### src/rtl/pws_pkg.sv
package pws_pkg;

  typedef enum logic [3:0] {
    ST_OFF     = 4'd0,
    ST_BODWAIT = 4'd1,
    ST_PORDLY  = 4'd2,
    ST_RUN     = 4'd3,
    ST_PINRST  = 4'd4,
    ST_PD      = 4'd5,
    ST_WAKE_T  = 4'd6,
    ST_WAKE_X  = 4'd7,
    ST_PDRST   = 4'd8
  } pws_state_e;

endpackage

### src/rtl/pws_hold_filter.sv
module pws_hold_filter #(
  parameter int HOLD = 24
) (
  input  logic clk,
  input  logic rst_n,
  input  logic pin,
  output logic held
);
  localparam int CW = $clog2(HOLD + 1);

  logic [CW-1:0] cnt_q, cnt_d;

  always_comb begin
    cnt_d = cnt_q;
    if (!pin) begin
      cnt_d = '0;
    end else if (cnt_q != CW'(HOLD)) begin
      cnt_d = cnt_q + 1'b1;
    end
  end

  always_ff @(posedge clk or negedge rst_n) begin
    if (!rst_n) cnt_q <= '0;
    else        cnt_q <= cnt_d;
  end

  assign held = (cnt_q == CW'(HOLD));
endmodule

### src/rtl/pws_delay_timer.sv
module pws_delay_timer #(
  parameter int LEN = 24000
) (
  input  logic clk,
  input  logic rst_n,
  input  logic clear,
  input  logic run,
  output logic done
);
  localparam int CW = (LEN > 1) ? $clog2(LEN) : 1;

  logic [CW-1:0] cnt_q, cnt_d;

  assign done = (cnt_q == CW'(LEN - 1));

  always_comb begin
    cnt_d = cnt_q;
    if (clear) begin
      cnt_d = '0;
    end else if (run && !done) begin
      cnt_d = cnt_q + 1'b1;
    end
  end

  always_ff @(posedge clk or negedge rst_n) begin
    if (!rst_n) cnt_q <= '0;
    else        cnt_q <= cnt_d;
  end
endmodule

### src/rtl/pws_guard_timer.sv
module pws_guard_timer #(
  parameter int LEN = 48
) (
  input  logic clk,
  input  logic rst_n,
  input  logic start,
  output logic expired
);
  localparam int CW = $clog2(LEN + 1);

  logic [CW-1:0] cnt_q, cnt_d;

  always_comb begin
    cnt_d = cnt_q;
    if (start) begin
      cnt_d = CW'(LEN);
    end else if (cnt_q != '0) begin
      cnt_d = cnt_q - 1'b1;
    end
  end

  always_ff @(posedge clk or negedge rst_n) begin
    if (!rst_n) cnt_q <= '0;
    else        cnt_q <= cnt_d;
  end

  assign expired = (cnt_q == '0);
endmodule

### src/rtl/pws_seq.sv
module pws_seq #(
  parameter int MC_TICKS       = 12,
  parameter int DELAY_TICKS    = 24000,
  parameter int PD_GUARD_TICKS = 48
) (
  input  logic clk,
  input  logic rst_n,
  input  logic por_ok,
  input  logic bod_ok,
  input  logic ext_rst,
  input  logic irq_n,
  input  logic irq_wake_en,
  input  logic wake_ext_mode,
  input  logic pd_req,
  input  logic cold_wr,
  input  logic cold_wdata,
  output logic sys_rst,
  output logic cpu_clk_en,
  output logic osc_en,
  output logic cold_flag,
  output logic wake_irq
);
  import pws_pkg::*;

  localparam int RST_HOLD = 2 * MC_TICKS;

  pws_state_e st_q, st_d;
  logic       ext_q, irq_q;
  logic       pin_held, dly_done, guard_ok;
  logic       dly_run, dly_clear, guard_start;
  logic       supply_ok, irq_fall, irq_rise, ext_rise;
  logic       wake_d, cold_d;

  assign supply_ok = por_ok && bod_ok;
  assign irq_fall  = irq_q && !irq_n;
  assign irq_rise  = !irq_q && irq_n;
  assign ext_rise  = !ext_q && ext_rst;

  pws_hold_filter #(.HOLD(RST_HOLD)) u_pin_filt (
    .clk  (clk),
    .rst_n(rst_n),
    .pin  (ext_rst),
    .held (pin_held)
  );

  pws_delay_timer #(.LEN(DELAY_TICKS)) u_dly (
    .clk  (clk),
    .rst_n(rst_n),
    .clear(dly_clear),
    .run  (dly_run),
    .done (dly_done)
  );

  pws_guard_timer #(.LEN(PD_GUARD_TICKS)) u_guard (
    .clk    (clk),
    .rst_n  (rst_n),
    .start  (guard_start),
    .expired(guard_ok)
  );

  // next-state logic
  always_comb begin
    st_d = st_q;
    if (!por_ok) begin
      st_d = ST_OFF;
    end else if (!bod_ok) begin
      st_d = ST_BODWAIT;
    end else begin
      unique case (st_q)
        ST_OFF:     st_d = ST_BODWAIT;
        ST_BODWAIT: st_d = ST_PORDLY;
        ST_PORDLY:  if (dly_done) st_d = ST_RUN;
        ST_RUN: begin
          if (pin_held)               st_d = ST_PINRST;
          else if (pd_req && guard_ok) st_d = ST_PD;
        end
        ST_PINRST:  if (!ext_rst) st_d = ST_RUN;
        ST_PD: begin
          if (ext_rise)                     st_d = ST_PDRST;
          else if (irq_wake_en && irq_fall) st_d = wake_ext_mode ? ST_WAKE_X : ST_WAKE_T;
        end
        ST_WAKE_T: begin
          if (pin_held)      st_d = ST_PINRST;
          else if (dly_done) st_d = ST_RUN;
        end
        ST_WAKE_X: begin
          if (pin_held)      st_d = ST_PINRST;
          else if (irq_rise) st_d = ST_RUN;
        end
        ST_PDRST:   if (dly_done) st_d = ST_PINRST;
        default:    st_d = ST_OFF;
      endcase
    end
  end

  assign dly_clear   = (st_d != st_q);
  assign dly_run     = (st_q == ST_PORDLY) || (st_q == ST_WAKE_T) || (st_q == ST_PDRST);
  assign guard_start = (st_d == ST_RUN) && (st_q != ST_RUN);
  assign wake_d      = (st_d == ST_RUN) && ((st_q == ST_WAKE_T) || (st_q == ST_WAKE_X));

  always_comb begin
    cold_d = cold_flag;
    if (!por_ok)                     cold_d = 1'b1;
    else if (cold_wr && cpu_clk_en)  cold_d = cold_wdata;
  end

  // registers
  always_ff @(posedge clk or negedge rst_n) begin
    if (!rst_n) begin
      st_q      <= ST_OFF;
      ext_q     <= 1'b0;
      irq_q     <= 1'b1;
      wake_irq  <= 1'b0;
      cold_flag <= 1'b1;
    end else begin
      st_q      <= st_d;
      ext_q     <= ext_rst;
      irq_q     <= irq_n;
      wake_irq  <= wake_d;
      cold_flag <= cold_d;
    end
  end

  // outputs: state-based, with immediate override on supply loss
  always_comb begin
    sys_rst    = 1'b1;
    cpu_clk_en = 1'b0;
    osc_en     = por_ok && (st_q != ST_OFF) && (st_q != ST_PD);
    unique case (st_q)
      ST_RUN:                      begin sys_rst = !supply_ok; cpu_clk_en = supply_ok; end
      ST_PD, ST_WAKE_T, ST_WAKE_X: sys_rst = !supply_ok;
      default:                     sys_rst = 1'b1;
    endcase
  end
endmodule

### config.mk
export PLATFORM = sky130hd
export DESIGN_NAME = pws_seq
export DESIGN_NICKNAME = d
export VERILOG_FILES = /design/src/rtl/pws_pkg.sv /design/src/rtl/pws_hold_filter.sv /design/src/rtl/pws_delay_timer.sv /design/src/rtl/pws_guard_timer.sv /design/src/rtl/pws_seq.sv
export SDC_FILE = /design/constraint.sdc
export NUM_CORES = 1
export LEC_CHECK = 0
export BUFFER_PORTS_ARGS = -buffer_cell sky130_fd_sc_hd__clkbuf_2
export CAP_MARGIN = 20
export CORE_MARGIN = 2
export CORE_UTILIZATION = 55
export CTS_BUF_LIST = sky130_fd_sc_hd__clkbuf_2 sky130_fd_sc_hd__clkbuf_4 sky130_fd_sc_hd__clkbuf_8
export CTS_CLUSTER_DIAMETER = 50
export DETAILED_ROUTE_END_ITERATION = 7
export GPL_ROUTABILITY_DRIVEN = 0
export GPL_TIMING_DRIVEN = 0
export PLACE_DENSITY_LB_ADDON = 0.15
export RECOVER_POWER = 100
export SYNTH_ARGS = -nofsm -noshare
export SYNTH_HDL_FRONTEND = slang
export SYNTH_SLANG_ARGS = --single-unit
### constraint.sdc
create_clock -name clk -period 3.96 [get_ports clk]
set_input_delay 0.396 -clock clk [delete_from_list [all_inputs] [get_ports clk]]
set_output_delay 0.396 -clock clk [all_outputs]
set_load 0.005 [all_outputs]
==> results by group <==
Route
  – Avg WL per Cell: 14.14 µm
  – Total Routed Length: 4.255 mm
  – Antenna viol nets, final: 0
  – Initial DRC Count: 127
  – Vias: 1687
  – Vias/cell: 5.605
  – Pre-antenna DRT Iters: 4
  – Residual DRC count: 0

Timing
  – Crit share post-route: 73.67%
  – Final Hold Fails: 0
  – Max-slew headroom: -19.09%
  – Final setup viols: 0
  – Slew @ Worst Pin: 1786 ps
  – Final min period: 2918 ps
  – Fmax: 0.3428 GHz
  – Final Skew: 6.601 ps
  – Final setup TNS: 0 ps
  – Max-slew violations: 35
  – RSZ-0062 raised after global routing: no

Synthesis
  – Syn avg cell area: 9.096 µm²
  – Number of synthesized flops with an enable pin: 0
  – Post-Synth XOR/XNOR Area: 8.792%
  – Commonest register cell after synthesis: dfrtp_1
  – Synthesized Nets: 246
  – Post-synthesis cell area: 2092 µm²
  – Synth Instances: 230
  – Synth warnings: 0
  – Yosys cell types: 56
  – Register area share after synthesis: 40.79%
  – Compound-Gate Fraction of Synth Area: 13.76%
  – Largest area contributor in the netlist: dfrtp_1
  – Synth top area share: 38.28%
  – Post-Synth Simple-Gate Area: 30.38%
  – Adder-cell share of the synthesized area: 2.990%
  – FFs w/ async S/R, synth: 100.0%
  – Ranking of synthesized cells by area: dfrtp_1 (38%), nor2_1 (5.4%), xor2_1 (4.6%)
  – Largest family of logic cells by synthesized area: simple AND/OR/NAND/NOR gates
  – Synth Register Bits: 34
  – Mux contribution to synthesized area: 0.4785%

Floorplan
  – Initial core utilization: 57.14%
  – # IOs: 16
  – Core ar.: 3661 µm²
  – FP Rows: 22
  – Die height: 65.68 µm
  – Die Area: 4313 µm²
  – Die Wd: 65.68 µm

Pwr
  – LEAKAGE: 0.9740 nW
  – Worst vdd ir: 276.0 µV
  – PD cells: 389.6 nW/µm²

Run status
  – Failing checks: capacitance limit, slew limit
  – Status: finished, violations left

Setup path
  – Top Family by Delay on Critical Path: simple AND/OR/NAND/NOR gates
  – Worst path bufs/invs: 1
  – Slowest CP cell: or4_1
  – CP endpoint kind: flop
  – Reg-to-reg startpoint: u_dly.cnt_q[6]
  – Worst setup path category: reg -> reg
  – Worst-path cell chain: or4b_1, or4_1, o21ai_0, o211ai_1, nand4_1, clkbuf_1, nor2_1
  – Setup crit start kind: flop
  – CP arrival: 3080 ps
  – CP required: 4120 ps
  – Top fanout value on the critical path: 10
  – Worst Setup SP: u_dly.cnt_q[6]
  – Slowest stage delay, CP: 640 ps

Clock network
  – Clock sinks: 34
  – CTS clock-pin slew for the worst setup and hold paths: 70 ps
  – Clk buf depth: 2
  – CTS tree: built
  – CTS root buf: clkbuf_8
  – PostCTS Resize Cnt: 0
  – CTS H-tree lvls: 2
  – Cts bufs inserted: 5
  – Setup bufs post-CTS: 0
  – Clk_lat worst skew: 290 ps
  – Hold buffer count at CTS: 0

Flow run
  – Max Cap Viol: 1

Final layout
  – # nets final: 268
  – Layout area overhead: 9.510%
  – Layout cell share with drive strength beyond 1: 10.67%
  – Layout fillers: 351
  – Final core occ: 62.58%
  – ANT cells: 0

Global route
  – Grt total ovfl: 0
  – Overall global routing resource usage: 21.88%
  – Largest net degree at the start of global routing: 35
  – Vias in the first global route: 1598
  – First-pass GRT wire length: 7.127 mm
  – Initial antenna violation count: 0

Worst hold path
  – Hold Path Class: in -> reg
  – Hold path start: irq_n

Placed design
  – PortBufs: 15
  – Dpl hpwl: 3.113 mm
-- state kept, by name, indices dropped and copies added, names as in the netlist --
name and cells:
wake_irq 1, u_guard.cnt_q 6, st_q 4, u_pin_filt.cnt_q 5, ext_q 1, cold_flag 1, u_dly.cnt_q 15, irq_q 1
-- placed cells by master, fill, tap and decap left out, types with 5 or more instances in the layout --
| master | Yosys | final |
|---|---|---|
| dfrtp_1 | 32 | 32 |
| inv_1 | 8 | 8 |
| ha_1 | 5 | 5 |
| clkbuf_8 | 0 | 6 |
| o21ai_0 | 4 | 5 |
| nand2b_1 | 6 | 6 |
| nand2_1 | 21 | 21 |
| a21oi_1 | 7 | 7 |
| xor2_1 | 11 | 11 |
| xnor2_1 | 10 | 10 |
| clkbuf_1 | 5 | 10 |
| clkbuf_2 | 0 | 11 |
| nor2_1 | 30 | 30 |
| nor3_1 | 5 | 5 |
| nand3_1 | 13 | 13 |
-- cells by family after synthesis --
| group | after synthesis |
|---|---|
| and+or+nand+nor | 115 |
| AOI/OAI and AO/OA | 39 |
| DFF | 34 |
| xor gates and xnor gates | 21 |
| buffers and inverters | 15 |
| adders and majority gates | 5 |
| muxes | 1 |
-- layout make-up --
type / instances / area [µm²] / share of cell area (%)
clock buffers: 6 / 82.58 / 3.605
plain buffers: 7 / 27.53 / 1.202
inverters: 8 / 30.03 / 1.311
flip-flops and latches: 34 / 853.3 / 37.25
clock inverters: 2 / 12.51 / 0.5461
repair buffers: 15 / 70.07 / 3.058
multi-input cells: 181 / 1155 / 50.41
well taps: 48 / 60.06 / 2.622
-- cells in the mapped netlist, types with 4 or more instances --
master and number:
nand2b_1 6, nor3_1 5, ha_1 5, clkbuf_1 5, or3_1 4, nor2_1 30
xnor2_1 10, nor2b_1 4, inv_1 8, nand3_1 13, and3_1 4, xor2_1 11
dfrtp_1 32, nor4_1 4, nand2_1 21, a21oi_1 7, o21ai_0 4
-- power breakdown --
part / leakage (nW) / switching, mW / internal (mW) / total [mW]
Sequential: 0.447 / 0.0388 / 0.386 / 0.425
Combinational: 0.480 / 0.102 / 0.0946 / 0.196
Clock: 0.0472 / 0.132 / 0.140 / 0.271
-- final timing paths --
path,to,slack (ps),cells past startpoint
setup / recovery,u_dly.cnt_q[0],1040,7
hold / removal,irq_q,200,1
setup reg to reg,u_dly.cnt_q[0],1040,7
hold reg to reg,u_dly.cnt_q[14],540,2
max in group asynchronous,u_guard.cnt_q[3],2350,1
min in group asynchronous,u_pin_filt.cnt_q[4],570,1
-- worst reg2reg max path, cell delays in order, from the launching register on --
cell and delay [ps]:
dfrtp_1 420, or4b_1 560, or4_1 640, o21ai_0 260
o211ai_1 170, nand4_1 250, clkbuf_1 380, nor2_1 100
-- layer usage --
metal / vias up / part of all wire [%] / routed length [µm] / global-route usage, %
met5: - / 0 / 0 / 0
met4: 0 / 1.5 / 63 / 8.854
met3: 6 / 4.5 / 192 / 5.308
met2: 36 / 45 / 1904 / 34.47
met1: 790 / 49 / 2094 / 28.81
li1: 855 / - / - / -
-- through the flow --
stage	cells	worst slack, ps	instance area [µm²]	total power [mW]	hold slack (ps)
6_report	301	1042	2291	0.8927	196.2
5_1_grt	301	870.2	2291	0.9412	195.9
4_1_cts	301	1209	2322	0.9034	190.2
3_5_place_dp	293	1224	2227	0.6306	503.2
3_3_place_gp	293	1237	2227	0.6240	504.0
2_1_floorplan	230	1556	2092	0.5789	100.4
No activity file was read; power rests on OpenSTA's default activity.
